<file path="src/rtl/vsh_pkg.sv">
`timescale 1ns/1ps
// Package vsh_pkg
// Holds the shared sizes and the status-word bit layout of the dual-lane
// shifter. Assumes a lane width equal to 2**(AMT_W-1) so the magnitude
// field of the immediate spans one full lane.
package vsh_pkg;
    parameter int LANE_W = 16;
    parameter int LANES  = 2;
    parameter int AMT_W  = 5;
    parameter int STAT_W = 32;
    localparam int DATA_W = LANE_W * LANES;

    // Status word bit positions owned by the shifter.
    parameter int ZF_BIT  = 0;
    parameter int NF_BIT  = 1;
    parameter int VF_BIT  = 2;
    parameter int VS_BIT  = 3;
    parameter int VC_BIT  = 4;
endpackage

</file>
<file path="src/rtl/vsh_lane.sv">
`timescale 1ns/1ps
// Module vsh_lane
// Shifts one signed lane by a signed immediate. Non-negative counts shift
// left with signed clamping; negative counts shift right arithmetically by
// W minus the magnitude field. Purely combinational.
// Assumes W == 2**(CW-1).
module vsh_lane #(
    parameter int W  = 16,
    parameter int CW = 5
) (
    input  logic [W-1:0]  x_i,
    input  logic [CW-1:0] amt_i,
    output logic [W-1:0]  y_o,
    output logic          sat_o
);
    localparam int MW = CW - 1;

    logic [2*W-1:0] ext_l;
    logic [W:0]     head;
    logic           fits;
    logic [CW-1:0]  rcnt;
    logic [W-1:0]   rsh;

    // Left path: widen with sign, shift, and test that no significant bit left the lane.
    always_comb begin
        ext_l = {{W{x_i[W-1]}}, x_i} << amt_i[MW-1:0];
        head  = ext_l[2*W-1:W-1];
        fits  = (head == {(W+1){1'b0}}) || (head == {(W+1){1'b1}});
    end

    // Right path: arithmetic shift by W minus the magnitude field.
    always_comb begin
        rcnt = CW'(W) - CW'(amt_i[MW-1:0]);
        rsh  = W'($signed(x_i) >>> rcnt);
    end

    // Select direction and apply clamping.
    always_comb begin
        sat_o = 1'b0;
        if (amt_i[CW-1]) begin
            y_o = rsh;
        end else if (fits) begin
            y_o = ext_l[W-1:0];
        end else begin
            sat_o = 1'b1;
            y_o   = x_i[W-1] ? {1'b1, {(W-1){1'b0}}} : {1'b0, {(W-1){1'b1}}};
        end
    end
endmodule

</file>
<file path="src/rtl/vsh_flags.sv">
`timescale 1ns/1ps
// Module vsh_flags
// Builds the next status word from the shifted lanes and their clamp
// indications. Owns the zero, negative, overflow, overflow-copy and sticky
// bits; forwards the rest. Purely combinational.
module vsh_flags
    import vsh_pkg::*;
#(
    parameter int N  = LANES,
    parameter int W  = LANE_W,
    parameter int SW = STAT_W
) (
    input  logic [N*W-1:0] res_i,
    input  logic [N-1:0]   sat_i,
    input  logic [SW-1:0]  st_i,
    output logic [SW-1:0]  st_o
);
    logic any_zero;
    logic any_neg;
    logic any_sat;

    // Reduce per-lane conditions to single indications.
    always_comb begin
        any_zero = 1'b0;
        any_neg  = 1'b0;
        for (int k = 0; k < N; k++) begin
            any_zero = any_zero | (res_i[k*W +: W] == {W{1'b0}});
            any_neg  = any_neg  | res_i[k*W + W - 1];
        end
        any_sat = |sat_i;
    end

    // Merge the new flags into the forwarded status word.
    always_comb begin
        st_o         = st_i;
        st_o[ZF_BIT] = any_zero;
        st_o[NF_BIT] = any_neg;
        st_o[VF_BIT] = any_sat;
        st_o[VC_BIT] = any_sat;
        st_o[VS_BIT] = st_i[VS_BIT] | any_sat;
    end
endmodule

</file>
<file path="src/rtl/vsh_dual_shift.sv">
`timescale 1ns/1ps
// Module vsh_dual_shift
// Top of the dual-halfword saturating shifter: one lane shifter per lane,
// a flag merger, and an output register stage (one clock of latency,
// synchronous active-low reset clearing both outputs).
module vsh_dual_shift
    import vsh_pkg::*;
(
    input  logic              clk,
    input  logic              rst_n,
    input  logic [DATA_W-1:0] src_i,
    input  logic [AMT_W-1:0]  amt_i,
    input  logic [STAT_W-1:0] stat_i,
    output logic [DATA_W-1:0] res_o,
    output logic [STAT_W-1:0] stat_o
);
    logic [DATA_W-1:0] res_c;
    logic [LANES-1:0]  sat_c;
    logic [STAT_W-1:0] stat_c;

    for (genvar g = 0; g < LANES; g++) begin : g_lane
        vsh_lane #(.W(LANE_W), .CW(AMT_W)) u_lane (
            .x_i   (src_i[g*LANE_W +: LANE_W]),
            .amt_i (amt_i),
            .y_o   (res_c[g*LANE_W +: LANE_W]),
            .sat_o (sat_c[g])
        );
    end

    vsh_flags #(.N(LANES), .W(LANE_W), .SW(STAT_W)) u_flags (
        .res_i (res_c),
        .sat_i (sat_c),
        .st_i  (stat_i),
        .st_o  (stat_c)
    );

    // Register the packed result and the updated status word.
    always_ff @(posedge clk) begin
        if (!rst_n) begin
            res_o  <= '0;
            stat_o <= '0;
        end else begin
            res_o  <= res_c;
            stat_o <= stat_c;
        end
    end
endmodule

</file>
<file path="config.mk">
export PLATFORM = sky130hd
export DESIGN_NAME = vsh_dual_shift
export DESIGN_NICKNAME = d
export VERILOG_FILES = /design/src/rtl/vsh_pkg.sv /design/src/rtl/vsh_lane.sv /design/src/rtl/vsh_flags.sv /design/src/rtl/vsh_dual_shift.sv
export SDC_FILE = /design/constraint.sdc
export NUM_CORES = 1
export LEC_CHECK = 0
export BUFFER_PORTS_ARGS = -buffer_cell sky130_fd_sc_hd__buf_2
export CAP_MARGIN = 0
export CORE_UTILIZATION = 46
export CTS_CLUSTER_DIAMETER = 200
export DETAILED_ROUTE_END_ITERATION = 8
export PLACE_DENSITY = 0.69
export SKIP_CTS_REPAIR_TIMING = 1
export SLEW_MARGIN = 20
export SYNTH_ARGS = -nofsm -noshare
export SYNTH_HDL_FRONTEND = slang
export SYNTH_SLANG_ARGS = --single-unit
export TNS_END_PERCENT = 5
</file>
<file path="constraint.sdc">
create_clock -name clk -period 5.42 [get_ports clk]
set_input_delay 0 -clock clk [delete_from_list [all_inputs] [get_ports clk]]
set_output_delay 0 -clock clk [all_outputs]
set_load 0.005 [all_outputs]
</file>
# Word level (Yosys, flattened, before mapping)
# Index checks and enable logic that the tools add are counted.
dict set report word_totals {
  reg_bits 64
  latch_bits 0
  ram_bits 0
  rom_bits 0
  inputBits 71
  output_inout_bits 64
  word_cells 29
  memories 0
}
dict set report classes {
  n_addsub 1
  mul 0
  div 0
  order_cmp 0
  eq_ne 2
  shift 4
  mux 10
  bitwise 3
  n_reduce_logical 7
}
# cell count
set op_table {}
lappend op_table {{16-bit 2-to-1 mux} 6}
lappend op_table {{32-bit by 4-bit << shifter with 32-bit output} 2}
lappend op_table {{17-bit == test (second input constant)} 2}
lappend op_table {{17-bit zero test} 2}
lappend op_table {{16-bit zero test} 2}
lappend op_table {{16-bit by 5-bit >>> shifter with 16-bit output} 2}
lappend op_table {{5-bit by 4-bit subtractor with 5-bit output (first input constant)} 1}
lappend op_table {{1-bit 2-to-1 mux} 4}
lappend op_table {{1-bit OR} 3}
lappend op_table {{1-bit logical OR} 2}
lappend op_table {{2-bit OR reduction} 1}

# Logic depth before layout (Yosys ltp)
dict set report logic_depth {
  depth_word 7
  depth_mapped 18
  ltp_nobuf 11
}

# By module
# From an unflattened synthesis, not the netlist that was laid out.
dict set report hier_totals {
  cells_unflattened 747
  area_unflattened_um2 6832.8
}
# mod instances cells_per_inst area_each_um2 seq_area_each_um2
set by_module_without_submodules {}
lappend by_module_without_submodules {vsh_lane 2 284 2358.5 0.0}
lappend by_module_without_submodules {vsh_dual_shift 1 134 1791.7 1281.2}
lappend by_module_without_submodules {vsh_flags 1 45 324.1 0.0}

# Worst setup path after synthesis
# OpenSTA, ideal clock, no wires.
dict set report synth_path {
  path_type {input to register}
  from {in amt_i[1]}
  to {reg stat_o[0]}
  setup_time_ps 87
  arrival_ps 3687
  t_required_ps 5333
  slack_ps 1646
  stages 16
  n_path_buf 6
  cell_sequence {buf_6 -> buf_2 -> buf_2 -> buf_2 -> inv_1 -> ha_1 -> clkbuf_1 -> clkbuf_1 -> mux4_2 -> mux4_2 -> a21oi_1 -> nor2_1 -> nor4_1 -> nand2_1 -> or4_1 -> o31ai_1}
}
dict set report synth_between {
  elab_chain_cells 7
  word_cells_on_any_way 18
  cone_classes {1 x add/sub; 2 x eq/ne; 4 x shift; 4 x mux; 1 x bitwise; 6 x reduce/logical}
}
# element line
set synth_rtl {}
lappend synth_rtl {{start: declaration} vsh_dual_shift.sv:12} ;# input logic [AMT_W-1:0] amt_i,
lappend synth_rtl {{branches (longest 6 deep; another with 5-bit by 4-bit subtractor with 5-bit output)} --}
lappend synth_rtl {{1-bit OR (*)} vsh_flags.sv:27} ;# any_zero = any_zero | (res_i[k*W +: W] == {W{1'b0}});
lappend synth_rtl {{end signal: assignment} vsh_dual_shift.sv:44} ;# stat_o <= stat_c;
lappend synth_rtl {{end: declaration} vsh_dual_shift.sv:15} ;# output logic [STAT_W-1:0] stat_o
# Every way passes the cells marked *.
# A chain may end at the register's enable or synchronous reset.

# Worst setup path after layout
# Ends and elaborated chain as after synthesis.

==> flow_metrics.tcl <==
set metrics [dict create \
    crit_type "in -> reg" \
    critPathRequiredTime_ps 5650 \
    yosys.area.top_type_share_pct 19.4 \
    synthAdderAreaFrac_pct 0.192 \
    slowest_delay_ps 810 \
    period_share_pct 70.0 \
    start_util_pct 47.1 \
    syn_nets 842 \
    port_buffers 130 \
    start_kind "primary input" \
    tritoncts "built" \
    synth.ff_latch_count 63 \
    hold_path.class "in -> reg" \
    hold_violations 0 \
    synthCells 770 \
    async_reset_ff_share_pct 0 \
    diodes 0 \
    antenna_found_initial 0 \
    grt_pass1_vias 6102 \
    critPathArrivalTime_ps 4020 \
    ir_drop_mv 0.167 \
    rsz0062_at_grt "false" \
    synth-simple-area-share_pct 21.0 \
    place_congestion 0.974 \
    maxCapViolCount 0 \
    synthTopCellsByArea "dfxtp_1, mux4_2, mux2i_1, nand2_1, nor2_1" \
    setup.worst_path.end "stat_o[0]" \
    cts.path.max_buffers 2 \
    path_max_fanout 25 \
    synth_top_area_cell "dfxtp_1" \
    grt_pass1_wl_um 32700 \
    crit_slowest_cell "ha_1" \
    seq_area_mm2 0.00126 \
    drt-pass1-iter-count 5 \
    fp.dieW_um 121 \
    synthTopCellsByCount "nand2_1, nor2_1, dfxtp_1, mux2i_1, mux4_2" \
    synth_ff_type "dfxtp_1" \
    status "complete, no violations" \
    synth_xor_area_share_pct 0.269 \
    setup_violations 0 \
    path_clk_slew_ps 50 \
    fin_nets 943 \
    grt_max_degree 60 \
    avgRoutedWirePerCell_um 20.4 \
    multi_input_area_mm2 0.00481 \
    slew_viol_final 0 \
    post_dp_cell_area_mm2 0.00710 \
    coreArea_mm2 0.0138 \
    syn_avg_cell_area_um2 8.46 \
    dieArea_mm2 0.0146 \
    track_usage_pct 28.2 \
    netlist_area_mm2 0.00652 \
    post-route-min-period_ps 3790 \
    synthMuxAreaShare_pct 28.5 \
    cts-root-buf "clkbuf_16" \
    rows 43 \
    yosysMostFrequentCell "nand2_1" \
    cellLeakagePower_nw 3.19 \
    cp-startpoint "amt_i[1]" \
    cts_buffers 9 \
    dp_cells 1012 \
    area_delta_synth_final_pct 17.7 \
    power_density_mw_per_mm2 221 \
    vias_per_cell 6.58 \
    drt_iter0_drc 963 \
    drt_wl_total_um 21500 \
    crit_path_end_kind "flop" \
    drive_above_1_share_pct 27.2 \
    via_count 6947 \
    drc_errors 0 \
    synth_seq_area_share_pct 19.4 \
    antenna_left 0 \
    tightest_slew_ps 820 \
    tns_ps 0 \
    ys_types 82 \
    h-tree-depth 3 \
    die_y_um 121 \
    max_freq_mhz 264 \
    synth_edf_count 0 \
    final_area_mm2 0.00767 \
    path_cells "buf_2, inv_1, ha_1, mux2_2, and3_1, a31oi_1, o221a_2, o21ai_0, a221oi_1, a211oi_1, or4_1, o31ai_1" \
    overflow 0 \
    place_hpwl_um 15300 \
    fin_cells 1056 \
    nFillCells 1271 \
    clock-sinks 63 \
    pin_count 135 \
    synth_top_family_by_area "multiplexers" \
    synth_warnings 0 \
    synth_compound_area_share_pct 23.8 \
    max-slew-margin-rel_pct 44.9 \
]
==> power by group <==
group,switching [mW],total [mW],internal [mW],leakage [nW]
clock,0.183,0.551,0.367,0.140
combinational,0.363,0.636,0.272,2.53
sequential,0.00762,0.505,0.498,0.525
==> flip-flops by register name, summed over array words and instances, names as in the netlist <==
name and cells:
res_o 32, stat_o 31
==> worst max-delay path: cells and delay by family <==
| kind | cells | cell delay, ps |
|---|---|---|
| buffers and inverters | 2 | 760 |
| AND/OR/NAND/NOR | 2 | 740 |
| multiplexers | 1 | 460 |
| AO/OA/AOI/OAI | 6 | 1240 |
| adder cells (fa/ha/maj) | 1 | 810 |
==> worst min-delay path by stage <==
stage	start	to	cells past startpoint
2_1_floorplan	stat_i[3]	stat_o[3]	1
3_3_place_gp	stat_i[3]	stat_o[3]	2
3_5_place_dp	stat_i[3]	stat_o[3]	2
4_1_cts	stat_i[3]	stat_o[3]	2
5_1_grt	rst_n	res_o[22]	2
6_report	rst_n	res_o[22]	2
==> cells in the final DEF, fill, tap and decap left out, types with 10 or more instances in the layout <==
cell type and count:
a211oi_1 18, a21oi_1 41, a31oi_1 16, and2_1 33, and3_1 11, buf_2 129, buf_4 11, dfxtp_1 63
dlygate4sd3_1 28, inv_1 12, mux2_2 10, mux2i_1 54, mux4_2 51, nand2_1 74, nand3_1 16, nor2_1 65
nor2b_1 10, nor3_1 14, o211ai_1 11, o21ai_0 42
==> stage by stage <==
stage	total power [mW]	setup WS [ps]	util, %	hold WS, ps
2_1_floorplan	0.946	1650	-	110
3_3_place_gp	1.11	1370	51.3	200
3_5_place_dp	1.11	1360	51.3	199
4_1_cts	1.67	1700	53.5	-130
5_1_grt	1.77	1360	55.5	241
6_report	1.69	1630	55.5	197
==> cell families (layout without fill, tap and decap cells) <==
group,Yosys count,in the layout
buffers and inverters,93,199
flip-flops,63,63
AND/OR/NAND/NOR,269,269
XOR/XNOR,2,2
adder cells (fa/ha/maj),1,1
AO/OA/AOI/OAI,225,225
multiplexers,117,117
==> per-layer routing <==
layer,wire length (um),GRT usage [%],vias up
li1,-,-,3169
met1,8900,38.9,3252
met2,9750,44.6,489
met3,2540,5.55,37
met4,358,8.33,0
met5,0,0,-
==> layout make-up <==
| type | count | share of cell area [%] |
|---|---|---|
| clock buffer | 13 | 3.26 |
| clock inverter | 3 | 0.555 |
| inverter | 14 | 0.685 |
| multi-input combinational | 614 | 62.7 |
| sequential | 63 | 16.4 |
| tap | 180 | 2.94 |
| timing repair buffer | 169 | 13.4 |
Power figures use the tool's default switching activity.
